--- config.mk ---
export PLATFORM = sky130hd
export DESIGN_NAME = altbank_ptr_unit
export DESIGN_NICKNAME = d
export VERILOG_FILES = /design/src/rtl/altptr_pkg.sv /design/src/rtl/altptr_arith.sv /design/src/rtl/altptr_ctrl.sv /design/src/rtl/altptr_port.sv /design/src/rtl/altbank_ptr_unit.sv
export SDC_FILE = /design/constraint.sdc
export NUM_CORES = 1
export LEC_CHECK = 0
export ABC_AREA = 1
export BUFFER_PORTS_ARGS = -buffer_cell sky130_fd_sc_hd__buf_2
export CORE_AREA = 2 2 134 84
export CTS_BUF_LIST = sky130_fd_sc_hd__clkbuf_4 sky130_fd_sc_hd__clkbuf_8
export CTS_CLUSTER_DIAMETER = 100
export DETAILED_ROUTE_END_ITERATION = 12
export DIE_AREA = 0 0 136 86
export MAX_ROUTING_LAYER = met4
export PLACE_DENSITY_LB_ADDON = 0.15
export REMOVE_ABC_BUFFERS = 1
export SLEW_MARGIN = 20
export SYNTH_ARGS = -nofsm -noshare
export SYNTH_HDL_FRONTEND = slang
export SYNTH_SLANG_ARGS = --single-unit
--- constraint.sdc ---
create_clock -name clk -period 6.88 [get_ports clk]
set_clock_uncertainty 0.1 [all_clocks]
set_input_delay 0.344 -clock clk [delete_from_list [all_inputs] [get_ports clk]]
set_output_delay 0.344 -clock clk [all_outputs]
set_load 0.005 [all_outputs]
--- src/rtl/altptr_pkg.sv ---
package altptr_pkg;

  typedef enum logic [1:0] {
    OP_READ  = 2'd0,
    OP_WRITE = 2'd1,
    OP_SWAP  = 2'd2,
    OP_STEP  = 2'd3
  } ptr_op_e;

  typedef enum logic [1:0] {
    ST_IDLE   = 2'd0,
    ST_WCOMMIT = 2'd1,
    ST_RWAIT  = 2'd2,
    ST_RCAP   = 2'd3
  } ptr_state_e;

endpackage

--- src/rtl/altptr_arith.sv ---
module altptr_arith #(
  parameter int PTR_W = 16,
  parameter int IMM_W = 8
) (
  input  logic [PTR_W-1:0] ptr,
  input  logic [IMM_W-1:0] step,
  output logic [PTR_W-1:0] ptr_inc,
  output logic [PTR_W-1:0] ptr_step
);
  localparam int EXT_W = PTR_W - IMM_W;

  logic [PTR_W-1:0] step_ext;

  generate
    if (EXT_W > 0) begin : g_ext
      assign step_ext = {{EXT_W{step[IMM_W-1]}}, step};
    end else begin : g_noext
      assign step_ext = step[PTR_W-1:0];
    end
  endgenerate

  // Both sums drop the carry out, giving modulo wrap.
  assign ptr_inc  = ptr + {{(PTR_W-1){1'b0}}, 1'b1};
  assign ptr_step = ptr + step_ext;
endmodule

--- src/rtl/altptr_ctrl.sv ---
module altptr_ctrl
  import altptr_pkg::*;
(
  input  logic       clk,
  input  logic       rst,
  input  logic       start,
  input  logic [1:0] op,
  output logic       take,
  output logic       go_read,
  output logic       go_write,
  output logic       go_swap,
  output logic       go_step,
  output logic       commit_inc,
  output logic       capture
);
  ptr_state_e state, state_nx;
  ptr_op_e    op_e;

  assign op_e = ptr_op_e'(op);
  assign take = start && (state == ST_IDLE);

  always_comb begin
    go_read    = take && (op_e == OP_READ);
    go_write   = take && (op_e == OP_WRITE);
    go_swap    = take && (op_e == OP_SWAP);
    go_step    = take && (op_e == OP_STEP);
    capture    = (state == ST_RCAP);
    commit_inc = (state == ST_RCAP) || (state == ST_WCOMMIT);
  end

  always_comb begin
    state_nx = state;
    case (state)
      ST_IDLE: begin
        if (go_read)       state_nx = ST_RWAIT;
        else if (go_write) state_nx = ST_WCOMMIT;
      end
      ST_RWAIT:   state_nx = ST_RCAP;
      ST_RCAP:    state_nx = ST_IDLE;
      ST_WCOMMIT: state_nx = ST_IDLE;
      default:    state_nx = ST_IDLE;
    endcase
  end

  always_ff @(posedge clk) begin
    if (rst) state <= ST_IDLE;
    else     state <= state_nx;
  end
endmodule

--- src/rtl/altptr_port.sv ---
module altptr_port #(
  parameter int ADDR_W = 16,
  parameter int DATA_W = 8
) (
  input  logic              clk,
  input  logic              rst,
  input  logic              issue_rd,
  input  logic              issue_wr,
  input  logic [ADDR_W-1:0] addr_d,
  input  logic [DATA_W-1:0] wdata_d,
  output logic              en_q,
  output logic              sel_q,
  output logic              we_q,
  output logic [ADDR_W-1:0] addr_q,
  output logic [DATA_W-1:0] wdata_q
);
  logic issue;
  assign issue = issue_rd || issue_wr;

  always_ff @(posedge clk) begin
    if (rst) begin
      en_q    <= 1'b0;
      sel_q   <= 1'b0;
      we_q    <= 1'b0;
      addr_q  <= '0;
      wdata_q <= '0;
    end else begin
      en_q  <= issue;
      sel_q <= issue;
      we_q  <= issue_wr;
      if (issue) addr_q <= addr_d;
      if (issue_wr) wdata_q <= wdata_d;
    end
  end
endmodule

--- src/rtl/altbank_ptr_unit.sv ---
module altbank_ptr_unit #(
  parameter int DATA_W = 8,
  parameter int IMM_W  = 8
) (
  input  logic                clk,
  input  logic                rst,
  input  logic                start,
  input  logic [1:0]          op,
  input  logic [IMM_W-1:0]    imm,
  input  logic [DATA_W-1:0]   a_in,
  input  logic [DATA_W-1:0]   y_in,
  input  logic [DATA_W-1:0]   mem_rdata,
  output logic                mem_en,
  output logic                alt_sel,
  output logic                mem_we,
  output logic [2*DATA_W-1:0] mem_addr,
  output logic [DATA_W-1:0]   mem_wdata,
  output logic [DATA_W-1:0]   a_out,
  output logic [DATA_W-1:0]   y_out,
  output logic [2*DATA_W-1:0] ptr_out,
  output logic                done
);
  localparam int PTR_W = 2 * DATA_W;

  logic             take, go_read, go_write, go_swap, go_step;
  logic             commit_inc, capture;
  logic [PTR_W-1:0] ptr_q, ptr_inc, ptr_step;
  logic [DATA_W-1:0] a_q, y_q;
  logic             done_q;

  altptr_ctrl u_ctrl (
    .clk(clk), .rst(rst), .start(start), .op(op),
    .take(take), .go_read(go_read), .go_write(go_write),
    .go_swap(go_swap), .go_step(go_step),
    .commit_inc(commit_inc), .capture(capture)
  );

  altptr_arith #(.PTR_W(PTR_W), .IMM_W(IMM_W)) u_arith (
    .ptr(ptr_q), .step(imm), .ptr_inc(ptr_inc), .ptr_step(ptr_step)
  );

  altptr_port #(.ADDR_W(PTR_W), .DATA_W(DATA_W)) u_port (
    .clk(clk), .rst(rst), .issue_rd(go_read), .issue_wr(go_write),
    .addr_d(ptr_q), .wdata_d(a_in),
    .en_q(mem_en), .sel_q(alt_sel), .we_q(mem_we),
    .addr_q(mem_addr), .wdata_q(mem_wdata)
  );

  always_ff @(posedge clk) begin
    if (rst) begin
      ptr_q <= '0;
    end else if (go_swap) begin
      ptr_q <= {a_in, y_in};
    end else if (go_step) begin
      ptr_q <= ptr_step;
    end else if (commit_inc) begin
      ptr_q <= ptr_inc;
    end
  end

  always_ff @(posedge clk) begin
    if (rst) begin
      a_q <= '0;
      y_q <= '0;
    end else if (go_swap) begin
      a_q <= ptr_q[PTR_W-1:DATA_W];
      y_q <= ptr_q[DATA_W-1:0];
    end else if (take) begin
      a_q <= a_in;
      y_q <= y_in;
    end else if (capture) begin
      a_q <= mem_rdata;
    end
  end

  always_ff @(posedge clk) begin
    if (rst) done_q <= 1'b0;
    else     done_q <= go_swap || go_step || commit_inc;
  end

  assign ptr_out = ptr_q;
  assign a_out   = a_q;
  assign y_out   = y_q;
  assign done    = done_q;
endmodule

Word level (Yosys, flattened, before mapping)
Index checks and enable logic that the tools add are counted.
{"block": "op_classes", "addsub": 2, "mul": 0, "div_mod_pow": 0, "order_cmp": 0, "eq_ne": 7, "n_shift": 0, "mux": 11, "n_bitwise": 0, "n_reduce_logical": 15}
{"op": "16-bit 2-to-1 mux", "n": 3}
{"op": "8-bit 2-to-1 mux", "n": 5}
{"op": "16-bit by 1-bit adder with 16-bit output, second input constant", "n": 1}
{"op": "16-bit adder", "n": 1}
{"op": "2-bit == test, second input constant", "n": 4}
{"op": "2-bit one-hot mux with 3 select lines", "n": 1}
{"op": "3-bit nonzero test", "n": 2}
{"op": "1-bit logical AND", "n": 5}
{"op": "2-bit by 1-bit == test with 1-bit output, second input constant", "n": 2}
{"op": "2-bit zero test", "n": 2}
{"op": "1-bit logical OR", "n": 4}
{"op": "2-bit 2-to-1 mux", "n": 2}
{"op": "3-bit by 1-bit != test with 1-bit output, second input constant", "n": 1}
{"op": "2-bit nonzero test", "n": 1}
{"op": "2-bit OR reduction", "n": 1}
{"block": "totals", "register_bits": 61, "latch_bits": 0, "ramBits": 0, "romBits": 0, "input_bits": 37, "output_inout_bits": 60, "wordCells": 44, "mem_count": 0}

Longest topological paths before layout
Gate-level depths: netlist of run 1.
{"block": "depth", "ltp_word": 6, "mapped_depth": 21, "mapped_depth_nobuf": 20}

Cells and area by module
From an unflattened synthesis of run 1, not the netlist that was laid out.
{"block": "unflattened", "hier_cells": 726, "hier_area_um2": 4317.9}
{"mod": "altbank_ptr_unit", "n_inst": 1, "cells_per_inst": 333, "area_each_um2": 1944.4}
{"mod": "altptr_arith", "n_inst": 1, "cells_per_inst": 228, "area_each_um2": 1213.7}
{"mod": "altptr_port", "n_inst": 1, "cells_per_inst": 142, "area_each_um2": 1026.0}
{"mod": "altptr_ctrl", "n_inst": 1, "cells_per_inst": 23, "area_each_um2": 133.9}

Worst setup path before layout of run 1
OpenSTA, ideal clock, no wires.
{"block": "synth_timing", "path_kind": "reg-to-reg", "start": "register u_ctrl.state[1]", "end": "register ptr_q[14] (netlist: ptr_out[14])", "setup_ps": 112, "arrival_time_ps": 2527, "required_time_ps": 6668, "slack_ps": 4141, "path_stages_with_launch": 21, "n_path_buf": 1, "period_less_slack_ps": 2739, "path_cell_list": "dfxtp_1 > nor2_4 > nand2_4 > nor2_4 > buf_6 > inv_1 > or2_2 > ha_1 > fa_1 > inv_1 > nor3_1 > nor2_1 > nor2_1 > nand2_1 > nor2_2 > nand2_1 > nand3_1 > nand2_1 > nand3_1 > nand2_1 > nand2_1"}
{"block": "synth_via", "elab_chain_len": 5}
{"item": "start, declared", "line_no": "altptr_ctrl.sv:16", "text": "ptr_state_e state, state_nx;"}
{"item": "start signal, assigned", "line_no": "altptr_ctrl.sv:47", "text": "else state <= state_nx;"}
{"item": "2-bit zero test", "line_no": "altptr_ctrl.sv:20", "text": "assign take = start && (state == ST_IDLE);"}
{"item": "1-bit logical AND", "line_no": "altptr_ctrl.sv:20"}
{"item": "1-bit logical AND", "line_no": "altptr_ctrl.sv:26", "text": "go_step = take && (op_e == OP_STEP);"}
{"item": "16-bit 2-to-1 mux", "line_no": "altbank_ptr_unit.sv:54", "text": "end else if (go_step) begin"}
{"item": "16-bit 2-to-1 mux", "line_no": "altbank_ptr_unit.sv:52", "text": "end else if (go_swap) begin"}
{"item": "end signal, assigned", "line_no": "altbank_ptr_unit.sv:53", "text": "ptr_q <= {a_in, y_in};"}
{"item": "end signal, assigned", "line_no": "altbank_ptr_unit.sv:55", "text": "ptr_q <= ptr_step;"}
{"item": "end signal, assigned", "line_no": "altbank_ptr_unit.sv:57", "text": "ptr_q <= ptr_inc;"}
{"item": "end, declared", "line_no": "altbank_ptr_unit.sv:27", "text": "logic [PTR_W-1:0] ptr_q, ptr_inc, ptr_step;"}
Parallel ways exist; a longest one is shown, timed or not.
A chain may end at the register's enable or synchronous reset.

Worst setup path in the final report of run 1
{"block": "layout_timing", "start": "register u_ctrl.state[0]", "end": "register ptr_q[14] (netlist: ptr_out[14])"}
Same word-level chain as after synthesis.

==> out/metrics.yaml, run 1 <==
clock_network:
  cts_tree: "built"
  cts_made_buffers: 9
  cts_max_level: 3
  clockRootBuffer: "clkbuf_8"
  cts-resized-gates: 0
  post_cts_buffers: 0
  clk_path_buf_depth: 2
  clk_latency_ps: 350
  postCtsHoldBufs: 0
  path_clk_slew_ps: 70
  clkSinkCount: 61
drt:
  drtIter0Drc: 250
  drtAntennaViolNets: 0
  first_pass_iters: 5
  wl_mm: 11.4
  detail_route.vias_per_cell: 5.08
  routed-via-count: 3652
  drc: 0
  wire_per_inst_um: 15.8
job:
  cap_violations: 0
synth:
  synthMuxAreaShare: 0
  postSynthCellCount: 490
  synthSimpleGateAreaFrac: 0.270
  netlist-cell-type-count: 36
  synth_area_um2: 3380
  yosys_warnings: 0
  synth-compound-area-share: 0.221
  synth_top_family_by_area: "simple AND/OR/NAND/NOR gates"
  synth-edff-count: 0
  ys.flop_type: "dfxtp_1"
  synth_fa_ha_area_frac: 0.0319
  seq_area_frac_synth: 0.362
  synth_seq_cells: 61
  synth-xor-area-share: 0.0182
  async_reset_ff_frac: 0
  synth_area_leaders: "dfxtp_1, nand2_1, a21oi_1, nand3_1, inv_1"
  synth_top_cell_area_share: 0.362
  avgSynthCellArea_um2: 6.89
  synth_largest_area_cell: "dfxtp_1"
global_routing:
  grt_max_degree: 44
  grt_usage: 0.206
  grt_pass1_wl_mm: 17.9
  overflow: 0
  antenna_found_initial: 0
  grt_pass1_vias: 3370
final_layout:
  diodes: 0
  final_cell_mix: "nand2_1, buf_2, dfxtp_1"
  syn2layout_area_growth_pct: 22.1
  nets: 620
  final_common_cell: "nand2_1"
  drive_gt1_frac: 0.231
  stdcell_area_um2: 4120
timing:
  whs_ps: 172
  hold_violations: 0
  worst_slack_ps: 3580
  period_needed_ps: 3300
  period_share: 0.479
  slew_headroom: 0.390
  worst_pin_slew_ps: 914
  slew_viol_final: 0
  rsz0062_at_grt: "no"
  setup_tns_ps: 0
  max_freq_ghz: 0.303
  setup-violations-final: 0
status:
  status: "completed"
floorplanning:
  fp.dieW_um: 136
  fp.dieArea_um2: 11700
  core-area_um2: 10400
  num_rows: 29
  die-height_um: 86
  io_pins: 97
  start_util: 0.325
worst_setup_path:
  cpPeakStageDelay_ps: 410
  crit_path_frequent_cell: "nand2_1"
  crit_required_ps: 7030
  worstSetupEndpointType: "flop"
  crit_type: "flop to flop"
  worst_path_dominant_cell_family: "simple AND/OR/NAND/NOR gates"
  crit_arrival_ps: 3440
  crit_fanout: 13
  slowest_stage: "fa_1"
  path_cells: "nor2_4, nand2_4, nor2_4, inv_1, or2_2, ha_1, fa_1, inv_1, nor3_1, nor2_1, nor2_1, nand2_1, nor2_2, nand2_1, nand3_1, nand2_1, nand3_1, nand2_1, nand2_1"
  path_buf_inv: 2
  start_kind: "flop"
power:
  p_leak_nw: 2.03
  power_density_nw_per_um2: 226
  p_total_uw: 930
  peakVddDrop_uv: 100
min_path:
  hp-class: "primary input to flop"
place:
  io_buffers: 96
  place_ws_ps: 3600
  place_congestion: 0.890
  placed_area_um2: 3920
  dp_hpwl_mm: 8.09
==> metrics by stage <==
step / utilization / std cells
2_1_floorplan: - / 466
3_3_place_gp: 0.378 / 703
3_5_place_dp: 0.378 / 703
4_1_cts: 0.397 / 719
5_1_grt: 0.397 / 719
6_report: 0.397 / 719
==> registers in the layout, summed over array words and instances, names as in the netlist <==
| signal | flops |
|---|---|
| a_out | 8 |
| done | 1 |
| ptr_out | 16 |
| u_ctrl.state | 2 |
| u_port.addr_q | 16 |
| u_port.en_q | 1 |
| u_port.wdata_q | 8 |
| u_port.we_q | 1 |
| y_out | 8 |
==> report_power, final <==
group | leakage (nW) | total (mW) | switching [mW] | internal (mW)
logic | 1.43 | 0.189 | 0.121 | 0.0681
clock network | 0.103 | 0.335 | 0.151 | 0.184
registers | 0.499 | 0.406 | 0.0253 | 0.380
==> synth_stat cells, types with 4 or more instances <==
cell type / number
a21oi_1: 55
a31oi_1: 4
buf_2: 8
clkbuf_1: 11
dfxtp_1: 61
ha_1: 7
inv_1: 49
inv_2: 5
nand2_1: 118
nand2_2: 4
nand3_1: 40
nor2_1: 23
nor3_1: 5
o211ai_1: 24
o21ai_0: 35
xor2_1: 5
==> layout make-up <==
class / count / area (um^2)
clock buffer: 12 / 153
tap: 139 / 174
sequential: 61 / 1220
inverter: 55 / 206
multi-input combinational: 350 / 1830
fill: 1139 / 6250
clock inverter: 4 / 47.5
timing repair buffer: 98 / 495
==> kinds of logic after synthesis <==
logic type / Yosys count
buffers and inverters: 79
AO/OA/AOI/OAI: 130
XOR/XNOR: 7
adder cells (fa/ha/maj): 8
flip-flops: 61
AND/OR/NAND/NOR: 205
==> worst min-delay path, delay by kind of cell <==
| kind | cells | cell delay [ps] |
|---|---|---|
| compound gates | 1 | 110 |
| buf+inv | 2 | 130 |
==> metal layers <==
metal,wire length (um),part of all wire,up-vias,global-route usage
met5,0,0,-,-
met4,55,0.0048,0,0.0341
met3,1010,0.088,7,0.0485
met2,4300,0.38,165,0.269
met1,6030,0.53,1667,0.317
li1,-,-,1813,-
==> final timing paths <==
check / start / slack, ps / cells after the start / to
setup / recovery: u_ctrl.state[0] / 3580 / 19 / ptr_out[14]
hold / removal: a_in[3] / 170 / 3 / u_port.wdata_q[3]
setup reg to reg: u_ctrl.state[0] / 3580 / 19 / ptr_out[14]
hold reg to reg: u_port.addr_q[13] / 360 / 2 / u_port.addr_q[13]
(Power assumes the default switching activity.)
==> run 2, diff against run 1 <==
- clock period: 6.88 -> 2.95 ns (I/O delays scaled with it)
==> run 2 against run 1 <==
  * Core utilization grew 2.6 points
  * Die area is the same
  * Wire length grew 2.3%
  * Sequential share of layout area shrank 1.8 points
  * Power grew 140%
  * First-iteration DRC count shrank 12%
  * Highest routed layer unchanged
  * Critical endpoint unchanged
  * Sequential power grew 130%
  * Largest cell class unchanged
  * Global-route usage grew 0.59 points
  * Critical path type is now primary input to flop
==> out/metrics.yaml, run 2 (synthesis results as in run 1) <==
worst_setup_path:
  crit_path_frequent_cell: "nand2_1"
  r2r_cells: 19
  worstSetupEndpointType: "flop"
  start_kind: "primary input"
  crit_required_ps: 3100
  crit_type: "primary input to flop"
  cpPeakStageDelay_ps: 520
  crit_arrival_ps: 2840
  timing.rr.start: "u_ctrl.state[0]"
  reg2reg_slack_ps: 280
  slowest_stage: "dlygate4sd3_1"
  path_cells: "dlygate4sd3_1, buf_2, nand2_2, nor2_4, inv_1, or2_2, ha_1, fa_2, inv_1, nor3_1, nor2_1, nor2_1, nand2_1, nor2_2, nand2_1, nand3_1, nand2_1, nand3_1, nand2_1, nand2_1"
  rr_endpoint: "ptr_out[14]"
  crit_fanout: 4
timing:
  worst_slack_ps: 253
  slew_headroom: 0.350
  max_freq_ghz: 0.371
  worst_pin_slew_ps: 974
  setup_tns_ps: 0
  period_needed_ps: 2700
  setup-violations-final: 0
  period_share: 0.914
  hold_violations: 0
  slew_viol_final: 0
  whs_ps: 80.8
  rsz0062_at_grt: "no"
clock_network:
  cts_tree: "built"
  clockRootBuffer: "clkbuf_8"
  cts_made_buffers: 9
  clk_path_buf_depth: 2
  clk_latency_ps: 350
  path_clk_slew_ps: 60
  clkSinkCount: 61
  cts_max_level: 3
drt:
  drc: 0
  detail_route.vias_per_cell: 4.92
  first_pass_iters: 5
  wire_per_inst_um: 15.6
  routed-via-count: 3672
  wl_mm: 11.7
  drtAntennaViolNets: 0
  drtIter0Drc: 219
min_path:
  hold_end: "u_ctrl.state[1]"
  hold_start: "op[1]"
  hp-class: "primary input to flop"
  hold_depth: 4
power:
  clock_power_share: 0.353
  p_sw_uw: 698
  intPower_mw: 1.51
  peakVddDrop_uv: 205
  p_leak_nw: 2.15
  switching_share: 0.317
  power_density_nw_per_um2: 502
  p_seq_frac: 0.429
  power_frac_comb: 0.218
final_layout:
  diodes: 0
  final_common_cell: "nand2_1"
  final_cell_mix: "nand2_1, buf_2, dfxtp_1"
  multi_input_area_um2: 1830
  fillCellCount: 1145
  ff_latch_area_um2: 1220
  stdcell_area_um2: 4390
  post-route-util: 0.423
  nets: 649
  syn2layout_area_growth_pct: 30.0
  drive_gt1_frac: 0.240
place:
  place_ws_ps: 208
  placed_area_um2: 4000
  dp_hpwl_mm: 8.26
  io_buffers: 96
  place_congestion: 0.865
global_routing:
  grt_pass1_vias: 3392
  grt_max_degree: 35
  grt_usage: 0.212
  overflow: 0
  antenna_found_initial: 0
  grt_pass1_wl_mm: 18.5
floorplanning:
  fp.dieArea_um2: 11700
  io_pins: 97
  num_rows: 29
  core-area_um2: 10400
  die-height_um: 86
  fp.dieW_um: 136
  start_util: 0.325
status:
  status: "completed"
job:
  cap_violations: 0
## run 2: changes by cell type in the layout (fill, tap and decap cells not counted), sizes merged
cell / change
buf: +11
dlygate4sd3: +18
clkbuf: -1
## run 2: power by group through the flow
stage	clock network [mW]	registers, mW	logic [mW]
finish	0.778	0.946	0.480
global placement	0	0.963	0.453
floorplan	0	0.958	0.245
CTS	0.811	0.945	0.477
detailed placement	0	0.963	0.456
global route	0.843	0.955	0.540
## run 2: worst max-delay path by stage
stage | from | end | slack [ps]
floorplan | u_ctrl.state[1] | ptr_out[14] | 130
global placement | u_ctrl.state[1] | ptr_out[14] | 250
detailed placement | u_ctrl.state[1] | ptr_out[14] | 210
CTS | u_ctrl.state[1] | ptr_out[14] | 180
global route | u_ctrl.state[0] | ptr_out[10] | 10
finish | op[0] | ptr_out[14] | 250
## run 2: worst max-delay path, delay by kind of cell
family / cells / cell delay, ps
fa+ha+maj: 2 / 580
buf+inv: 4 / 810
simple gates: 14 / 1300
## run 2: what timing repair did
action	in CTS	in global routing
setup endpoints to repair	0	3
gates resized for setup	0	2
hold buffers	18	0
hold endpoints to repair	27	0
buffers inserted	0	1
## run 2: cell type report
type                    instances  area share
well taps                     139      0.0396
repair buffers                127       0.173
clock buffers                  11      0.0345
clock inverters                 4      0.0108
flip-flops and latches         61       0.279
multi-input cells             350       0.417
inverters                      55      0.0470
## run 2: per-layer routing
metal | GRT usage | routed length (um) | part of all wire
met1 | 0.323 | 6550 | 0.56
met2 | 0.278 | 4430 | 0.38
met3 | 0.0461 | 602 | 0.052
met4 | 0.0445 | 66 | 0.0057
met5 | - | 0 | 0
## run 2: through the flow
step	std cells	power (mW)
2_1_floorplan	466	1.20
3_3_place_gp	713	1.42
3_5_place_dp	713	1.42
4_1_cts	746	2.23
5_1_grt	747	2.34
6_report	747	2.20
